File: src/rtl/breath_seq.sv
module breath_seq #(
  parameter int TICK_DIV = 1000
) (
  input  logic       clk,
  input  logic       rst_n,
  input  logic       restart,
  input  logic       oneshot_mode,
  input  logic       ramp_en,
  input  logic       hold_sel,
  input  logic       sw_shutdown,
  input  logic       out_en,
  input  logic [3:0] t0_code,
  input  logic [2:0] t1_code,
  input  logic [3:0] t2_code,
  input  logic [2:0] t3_code,
  input  logic [3:0] t4_code,
  input  logic [7:0] duty_in,
  output logic [7:0] level,
  output logic [2:0] phase,
  output logic       busy
);

  localparam int PW = (TICK_DIV > 1) ? $clog2(TICK_DIV) : 1;
  localparam int LONG_TICKS = 512;
  localparam int HOLD_TICKS = 128;
  localparam int CW = $clog2(LONG_TICKS) + 1;

  localparam logic [2:0] PH_IDLE  = 3'd0;
  localparam logic [2:0] PH_DELAY = 3'd1;
  localparam logic [2:0] PH_RISE  = 3'd2;
  localparam logic [2:0] PH_HOLD  = 3'd3;
  localparam logic [2:0] PH_FALL  = 3'd4;
  localparam logic [2:0] PH_OFF   = 3'd5;

  function automatic logic [CW-1:0] span_long(input logic [3:0] c);
    if (c == 4'd0)       return '0;
    else if (c > 4'd10)  return CW'(LONG_TICKS);
    else                 return CW'(1) << (c - 4'd1);
  endfunction

  function automatic logic [CW-1:0] span_ramp(input logic [2:0] c);
    return CW'(1) << c;
  endfunction

  function automatic logic [CW-1:0] span_hold(input logic [3:0] c);
    if (c == 4'd0)      return '0;
    else if (c > 4'd8)  return CW'(HOLD_TICKS);
    else                return CW'(1) << (c - 4'd1);
  endfunction

  logic [PW-1:0] pre;
  logic [CW-1:0] cnt, cur_span;
  logic [2:0]    ph, succ, nxt, first_ph;
  logic          restart_q, shd_q;
  logic          active, tick, start_evt, parked;
  logic [CW+7:0] up_full, dn_full;
  logic [7:0]    up_lvl, dn_lvl, env;

  assign active    = oneshot_mode & ramp_en;
  assign tick      = (pre == PW'(TICK_DIV - 1));
  assign start_evt = active & ((ph == PH_IDLE) | (restart & ~restart_q) | (shd_q & ~sw_shutdown));
  assign parked    = ((ph == PH_HOLD) & ~hold_sel) | ((ph == PH_OFF) & hold_sel);
  assign first_ph  = (t0_code == 4'd0) ? PH_RISE : PH_DELAY;

  always_comb begin
    case (ph)
      PH_DELAY: cur_span = span_long(t0_code);
      PH_RISE:  cur_span = span_ramp(t1_code);
      PH_HOLD:  cur_span = span_hold(t2_code);
      PH_FALL:  cur_span = span_ramp(t3_code);
      PH_OFF:   cur_span = span_long(t4_code);
      default:  cur_span = '0;
    endcase
  end

  always_comb begin
    case (ph)
      PH_DELAY: succ = PH_RISE;
      PH_RISE:  succ = PH_HOLD;
      PH_HOLD:  succ = PH_FALL;
      PH_FALL:  succ = PH_OFF;
      default:  succ = PH_RISE;
    endcase
    nxt = succ;
    if (succ == PH_HOLD && hold_sel && t2_code == 4'd0) nxt = PH_FALL;
    if (succ == PH_OFF && !hold_sel && t4_code == 4'd0) nxt = PH_RISE;
  end

  always_ff @(posedge clk or negedge rst_n) begin
    if (!rst_n) begin
      pre       <= '0;
      cnt       <= '0;
      ph        <= PH_IDLE;
      restart_q <= 1'b0;
      shd_q     <= 1'b0;
    end else begin
      restart_q <= restart;
      shd_q     <= sw_shutdown;
      if (!active) begin
        ph  <= PH_IDLE;
        cnt <= '0;
        pre <= '0;
      end else if (start_evt) begin
        ph  <= first_ph;
        cnt <= '0;
        pre <= '0;
      end else if (!sw_shutdown) begin
        pre <= tick ? '0 : pre + PW'(1);
        if (tick && !parked) begin
          if (cnt + CW'(1) >= cur_span) begin
            ph  <= nxt;
            cnt <= '0;
          end else begin
            cnt <= cnt + CW'(1);
          end
        end
      end
    end
  end

  assign up_full = {cnt, 8'h00} >> t1_code;
  assign dn_full = {cnt, 8'h00} >> t3_code;
  assign up_lvl  = up_full[7:0];
  assign dn_lvl  = ~dn_full[7:0];

  always_comb begin
    case (ph)
      PH_RISE: env = up_lvl;
      PH_HOLD: env = 8'hFF;
      PH_FALL: env = dn_lvl;
      default: env = 8'h00;
    endcase
  end

  assign level = (sw_shutdown | ~out_en) ? 8'h00 : (oneshot_mode ? env : duty_in);
  assign phase = ph;
  assign busy  = active & ~sw_shutdown & (ph != PH_IDLE) & ~parked;


  shutdown_freeze_chk: assert property (@(posedge clk) disable iff (!rst_n)
    (active && sw_shutdown && !start_evt) |=> ($stable(ph) && $stable(cnt)));


  tick_only_move_chk: assert property (@(posedge clk) disable iff (!rst_n)
    (active && !start_evt && !tick) |=> $stable(ph));


  hold_park_chk: assert property (@(posedge clk) disable iff (!rst_n)
    (active && !start_evt && ph == PH_HOLD && !hold_sel) |=> (ph == PH_HOLD));


  off_park_chk: assert property (@(posedge clk) disable iff (!rst_n)
    (active && !start_evt && ph == PH_OFF && hold_sel) |=> (ph == PH_OFF));


  fall_entry_chk: assert property (@(posedge clk) disable iff (!rst_n)
    (ph == PH_FALL && $past(ph) != PH_FALL) |-> ($past(ph) == PH_RISE || $past(ph) == PH_HOLD));


  rise_monotone_chk: assert property (@(posedge clk) disable iff (!rst_n)
    (ph == PH_RISE && active && !start_evt) |=>
      ((ph != PH_RISE) || !$stable(t1_code) || (up_lvl >= $past(up_lvl))));

endmodule

File: config.mk
export PLATFORM = sky130hd
export DESIGN_NAME = breath_seq
export DESIGN_NICKNAME = d
export VERILOG_FILES = /design/src/rtl/breath_seq.sv
export SDC_FILE = /design/constraint.sdc
export NUM_CORES = 1
export LEC_CHECK = 0
export BUFFER_PORTS_ARGS = -buffer_cell sky130_fd_sc_hd__buf_4
export CORE_AREA = 2 2 86 88
export DETAILED_ROUTE_END_ITERATION = 10
export DIE_AREA = 0 0 88 90
export PLACE_DENSITY = 0.66
export SYNTH_ARGS = -nofsm -noshare
export SYNTH_HDL_FRONTEND = slang
export SYNTH_SLANG_ARGS = --single-unit
File: constraint.sdc
create_clock -name clk -period 3 [get_ports clk]
set_clock_uncertainty 0.15 [all_clocks]
set_input_delay 0.3 -clock clk [delete_from_list [all_inputs] [get_ports clk]]
set_output_delay 0.3 -clock clk [all_outputs]
set_load 0.01 [all_outputs]
# After elaboration in Yosys (flattened, before gate mapping)
# Cells that the tools add are included.
# Widths: inputs -> output; s select.
# totals
regBits	25
latchBits	0
mem_bits_rw	0
mem_bits_ro	0
in_bits	34
out_inout_bits	12
wordCells	93
mem_count	0
# classes
addsub	5
n_mul	0
n_div	0
n_lt_le_gt_ge	4
eq_ne	11
shifts	7
muxes	28
n_bitwise	19
reduce_logical	14
# op_table
op	count
$mux 10	15
$pmux 10 s5	1
$shr 18x3->8	2
$shl 1x4->10 const A	3
$pmux 8 s3	1
$mux 3	7
$add 10x1->10 const B	2
$shl 1x3->10 const A	2
$mux 8	2
$gt 4x4->1 const B	3
$logic_not 4->1	3
$sub 4x1->4 const B	3
$eq 10x10->1 const B	1
$ge 10x10->1	1
$and 1x1->1	9
$eq 3x2->1 const B	3
$eq 3x3->1 const B	3
$pmux 3 s3	1
$not 8->8	1
$ne 3x1->1 const B	2
$logic_and 1x1->1	5
$not 1->1	5
$or 1x1->1	4
$eq 3x1->1 const B	1
7 further kinds	8

# Depth between registers and ports, before layout
# logic_depth
ltp_word	12
ltp_mapped	16
mapped_depth_nobuf	13

# Worst setup path before layout
# OpenSTA, ideal clock, no wires.
# synth_timing
path_type	register to register
from	register ph[0] (netlist: phase[0])
to	register ph[0] (netlist: phase[0])
setup_time_ns	0.125
arrival_ns	2.872
required_ns	2.725
slack_ns	-0.147
path_stages_with_launch	14
n_path_buf	2
period_less_slack_ns	3.147
path_cell_list	dfrtp_1 buf_2 nor3b_2 and3_1 a31oi_1 o32ai_1 nor3_1 ha_1 nand4_1 o221a_2 o21ai_2 nor2b_4 buf_6 mux2_2
# synth_between
elab_chain_cells	12
word_cells_on_any_way	34
classes_between	1 x order compare; 10 x eq/ne; 9 x mux; 6 x bitwise; 8 x reduce/logical
# synth_rtl
element	line_no	source
start, declared	53	logic [2:0] ph, succ, nxt, first_ph;
start signal, assigned	104	ph <= first_ph;
start signal, assigned	111	ph <= nxt;
$eq 3x3->1 (tied with other cells)	66, 77	
$pmux 3 s3	77	case (ph)
$eq 3x2->1	85	if (succ == PH_HOLD && hold_sel && t2_code == 4'd0) nxt = PH_FALL;
$logic_and 1x1->1 (2 in series)	85	
$mux 3	85	
$mux 3	86	if (succ == PH_OFF && !hold_sel && t4_code == 4'd0) nxt = PH_RISE;
$mux 3	110	if (cnt + CW'(1) >= cur_span) begin
$mux 3	109	if (tick && !parked) begin
$mux 3	107	end else if (!sw_shutdown) begin
$mux 3	103	end else if (start_evt) begin
$mux 3	99	if (!active) begin
# Several ways; a longest one is shown, not always the timed one. The select of a mux whose other input is x is not followed.
# A chain may end at the register's enable or synchronous reset.

# Worst setup path after layout
# layout_timing
from	register ph[0] (netlist: phase[0])
to	register ph[1] (netlist: phase[1])
# The elaborated chain is that of the path after synthesis.

==> results.sh <==
export IMPL_slew_headroom=0.306
export IMPL_end_kind="flip-flop"
export IMPL_period_share=1.06
export IMPL_synthFlopType="dfrtp_1"
export IMPL_grt_pass1_wl_um=13200
export IMPL_area_growth_pct=33.6
export IMPL_syn_area_um2=2720
export IMPL_criticalPathCategory="flip-flop to flip-flop"
export IMPL_drive_gt1_frac=0.337
export IMPL_cp_max_fo=6
export IMPL_fp_row_count=31
export IMPL_placed_area_um2=3420
export IMPL_overflow=0
export IMPL_syn_nets=394
export IMPL_grt_pass1_vias=2788
export IMPL_critical_path_max_stage_delay_ns=0.42
export IMPL_clk_pin_slew_worst_paths_ns=0.10
export IMPL_r2r_slack_ns=-0.19
export IMPL_cts_path_max_buffers=2
export IMPL_p_leak_nw=1.55
export IMPL_cts_buffers=3
export IMPL_vias=2977
export IMPL_synth_top_area_cell="dfrtp_1"
export IMPL_viasPerCell=5.73
export IMPL_maxCapViolCount=0
export IMPL_fmax_ghz=0.313
export IMPL_dieHeight_um=90
export IMPL_drtAntennaViolNets=0
export IMPL_insertion_delay_ns=0.28
export IMPL_final_cells=520
export IMPL_grt_max_degree=26
export IMPL_ys_ff_latch=25
export IMPL_place_congestion=1.00
export IMPL_core_area_um2=7020
export IMPL_routed_wl_um=8460
export IMPL_min_period_ns=3.19
export IMPL_synth_area_leaders="dfrtp_1, nor2_1, ha_1, nand2_1, mux2i_1"
export IMPL_final_max_slew_violation_count=0
export IMPL_fin_area_um2=3640
export IMPL_slowest_stage="dfrtp_1"
export IMPL_drt_iter0_drc=224
export IMPL_finalHoldViolCount=0
export IMPL_die_area_um2=7920
export IMPL_clock_sinks=25
export IMPL_synth_cells=348
export IMPL_multi_input_area_um2=2100
export IMPL_cp_top_family="compound AO/OA/AOI/OAI gates"
export IMPL_cp_cell_sequence="buf_6, nor3b_4, nor3_1, a31oi_1, o22ai_1, a211oi_2, ha_1, nand4_1, o221a_2, o21ai_2, nor2b_4, mux2_4"
export IMPL_synth_top_cell_area_share=0.230
export IMPL_worst_path_buf_inv=1
export IMPL_worst_pin_slew_ns=1.04
export IMPL_rsz0062_at_grt="yes"
export IMPL_dr_pass1_iters=7
export IMPL_worst_hold_path_type="input pin to flip-flop"
export IMPL_synth_edff_count=0
export IMPL_worstHoldStart="sw_shutdown"
export IMPL_finalSetupViolations=13
export IMPL_drc_errors=0
export IMPL_nNetsFinal=468
export IMPL_initial_core_util=0.388
export IMPL_root_buffer="clkbuf_8"
export IMPL_ys_seq_area_frac=0.230
export IMPL_antenna_cells=0
export IMPL_irDropWorstVdd_mv=0.159
export IMPL_worst_slack_ns=-0.193
export IMPL_dpl_hpwl_um=6470
export IMPL_antenna_found_initial=0
export IMPL_wire_per_inst_um=16.3
export IMPL_critPathRequiredTime_ns=3.02
export IMPL_syn_area_per_cell_um2=7.83
export IMPL_ys_async_sr_fraction=1.00
export IMPL_r2r_start="phase[0]$_DFFE_PN0P_"
export IMPL_startpoint="phase[0]$_DFFE_PN0P_"
export IMPL_outcome="finished, violations left"
export IMPL_die_x_um=88
export IMPL_grt_usage=0.208
export IMPL_yosys_warnings=0
export IMPL_io_pins=46
export IMPL_fillers=668
export IMPL_regArea_um2=627
export IMPL_cts_tree="done"
export IMPL_worst_setup_path_start_kind="flip-flop"
export IMPL_ctsHtreeMaxLevel=1
export IMPL_io_buffers=45
export IMPL_cp_arrival_ns=3.22
export IMPL_synth_cell_type_count=66
export IMPL_post_place_cells=509
export IMPL_powerDensity_nw_per_um2=211
export IMPL_violations="setup timing"
==> report_power, final <==
group	switching [mW]	leakage [nW]	internal, mW
registers	0.00264	0.342	0.340
clock network	0.123	0.0217	0.0945
logic	0.112	1.19	0.0968
total	0.237	1.55	0.531
==> worst reg2reg max path, cell delays in order (launching register included) <==
cell and delay [ns]:
dfrtp_1 0.42, buf_6 0.14, nor3b_4 0.30, nor3_1 0.08, a31oi_1 0.29, o22ai_1 0.17
a211oi_2 0.23, ha_1 0.20, nand4_1 0.10, o221a_2 0.32, o21ai_2 0.13, nor2b_4 0.25
mux2_4 0.32
==> final timing paths <==
check | cells after the start | end
min in group asynchronous | 2 | cnt[2]$_DFFE_PN0P_
worst min-delay path | 1 | shd_q$_DFF_PN0_
worst max register to register | 12 | phase[1]$_DFFE_PN0P_
worst min register to register | 1 | pre[0]$_DFFE_PN0P_
worst max-delay path | 12 | phase[1]$_DFFE_PN0P_
max in group asynchronous | 2 | phase[1]$_DFFE_PN0P_
==> metal layers <==
metal,share of wire,up-vias,GRT usage,routed length [um]
met2,0.49,118,0.360,4180
met5,0,-,0,0
li1,-,1420,-,-
met4,0.010,0,0.0462,88
met1,0.45,1421,0.277,3770
met3,0.050,18,0.0174,427
==> flip-flops by register name (all words and copies together) (netlist names) <==
register   flops
phase          3
cnt           10
shd_q          1
pre           10
restart_q      1
==> layout by cell type, fill, tap and decap left out, types with 4 or more instances in the layout <==
master / instances
nand3_1: 15
a22o_1: 6
buf_4: 88
o22ai_1: 5
ha_1: 10
nor3b_1: 4
nor2_2: 5
dfrtp_1: 24
o21ai_0: 13
xnor2_1: 8
nor2_1: 36
o21ai_1: 4
nand2b_1: 10
nor4_1: 7
inv_1: 10
nand2_1: 33
mux2i_1: 10
mux2_2: 5
nor3_1: 13
xor2_1: 9
a21oi_1: 13
and3_1: 5
nand4_1: 6
==> Yosys cell counts, types with 2 or more instances <==
master,n
mux2i_1,10
o221ai_1,2
mux2_4,2
and3b_1,2
xor2_1,9
buf_6,2
and2_1,2
dfrtp_1,25
a211oi_1,4
a22oi_1,2
nor3_1,14
inv_1,10
nand2b_1,11
nor3b_1,5
o21ai_0,15
buf_1,4
nand3_1,15
a22o_1,6
or3b_1,2
clkbuf_1,13
a21oi_1,16
and3_1,6
a31oi_1,4
a41oi_1,2
o22ai_1,5
o21ai_1,2
nor4_1,8
nand3b_1,2
nor2b_1,5
nand4_1,6
ha_1,12
buf_2,3
xnor2_1,8
nor2_1,42
nand2_1,34
or3_1,2
mux2_2,6
o211ai_1,2
==> final cells by class <==
cell class              instances  area share
inverters                      10      0.0103
flip-flops and latches         25       0.172
repair buffers                 92       0.193
well taps                      99      0.0340
clock inverters                 1     0.00206
multi-input cells             290       0.577
clock buffers                   3      0.0113
==> metrics by stage <==
stage	TNS, ns	hold WS, ns	power [mW]	worst slack (ns)	util
2_1_floorplan	-0.404	-0.146	0.443	-0.135	-
3_3_place_gp	-1.38	0.0815	0.535	-0.162	0.487
3_5_place_dp	-1.79	0.0851	0.537	-0.191	0.487
4_1_cts	-0.644	0.0115	0.765	-0.0819	0.516
5_1_grt	-3.12	0.0121	0.795	-0.272	0.518
6_report	-2.13	0.0167	0.768	-0.193	0.518
==> kinds of logic after synthesis <==
| group | count (synthesis) | synth area share |
|---|---|---|
| and+or+nand+nor | 165 | 0.322 |
| DFF | 25 | 0.230 |
| muxes | 19 | 0.0808 |
| buffers and inverters | 33 | 0.0537 |
| adders and majority gates | 12 | 0.0551 |
| xor gates and xnor gates | 17 | 0.0547 |
| AOI/OAI and AO/OA | 77 | 0.204 |
==> timing repair <==
item / CTS / global route
endpoints found under the setup margin: 13 / 13
endpoints found under the hold margin: 26 / 0
pin swaps: 17 / 4
hold buffers: 2 / 0
gates resized for setup: 24 / 5
buffers inserted: 6 / 0
Power figures use the tool's default switching activity.
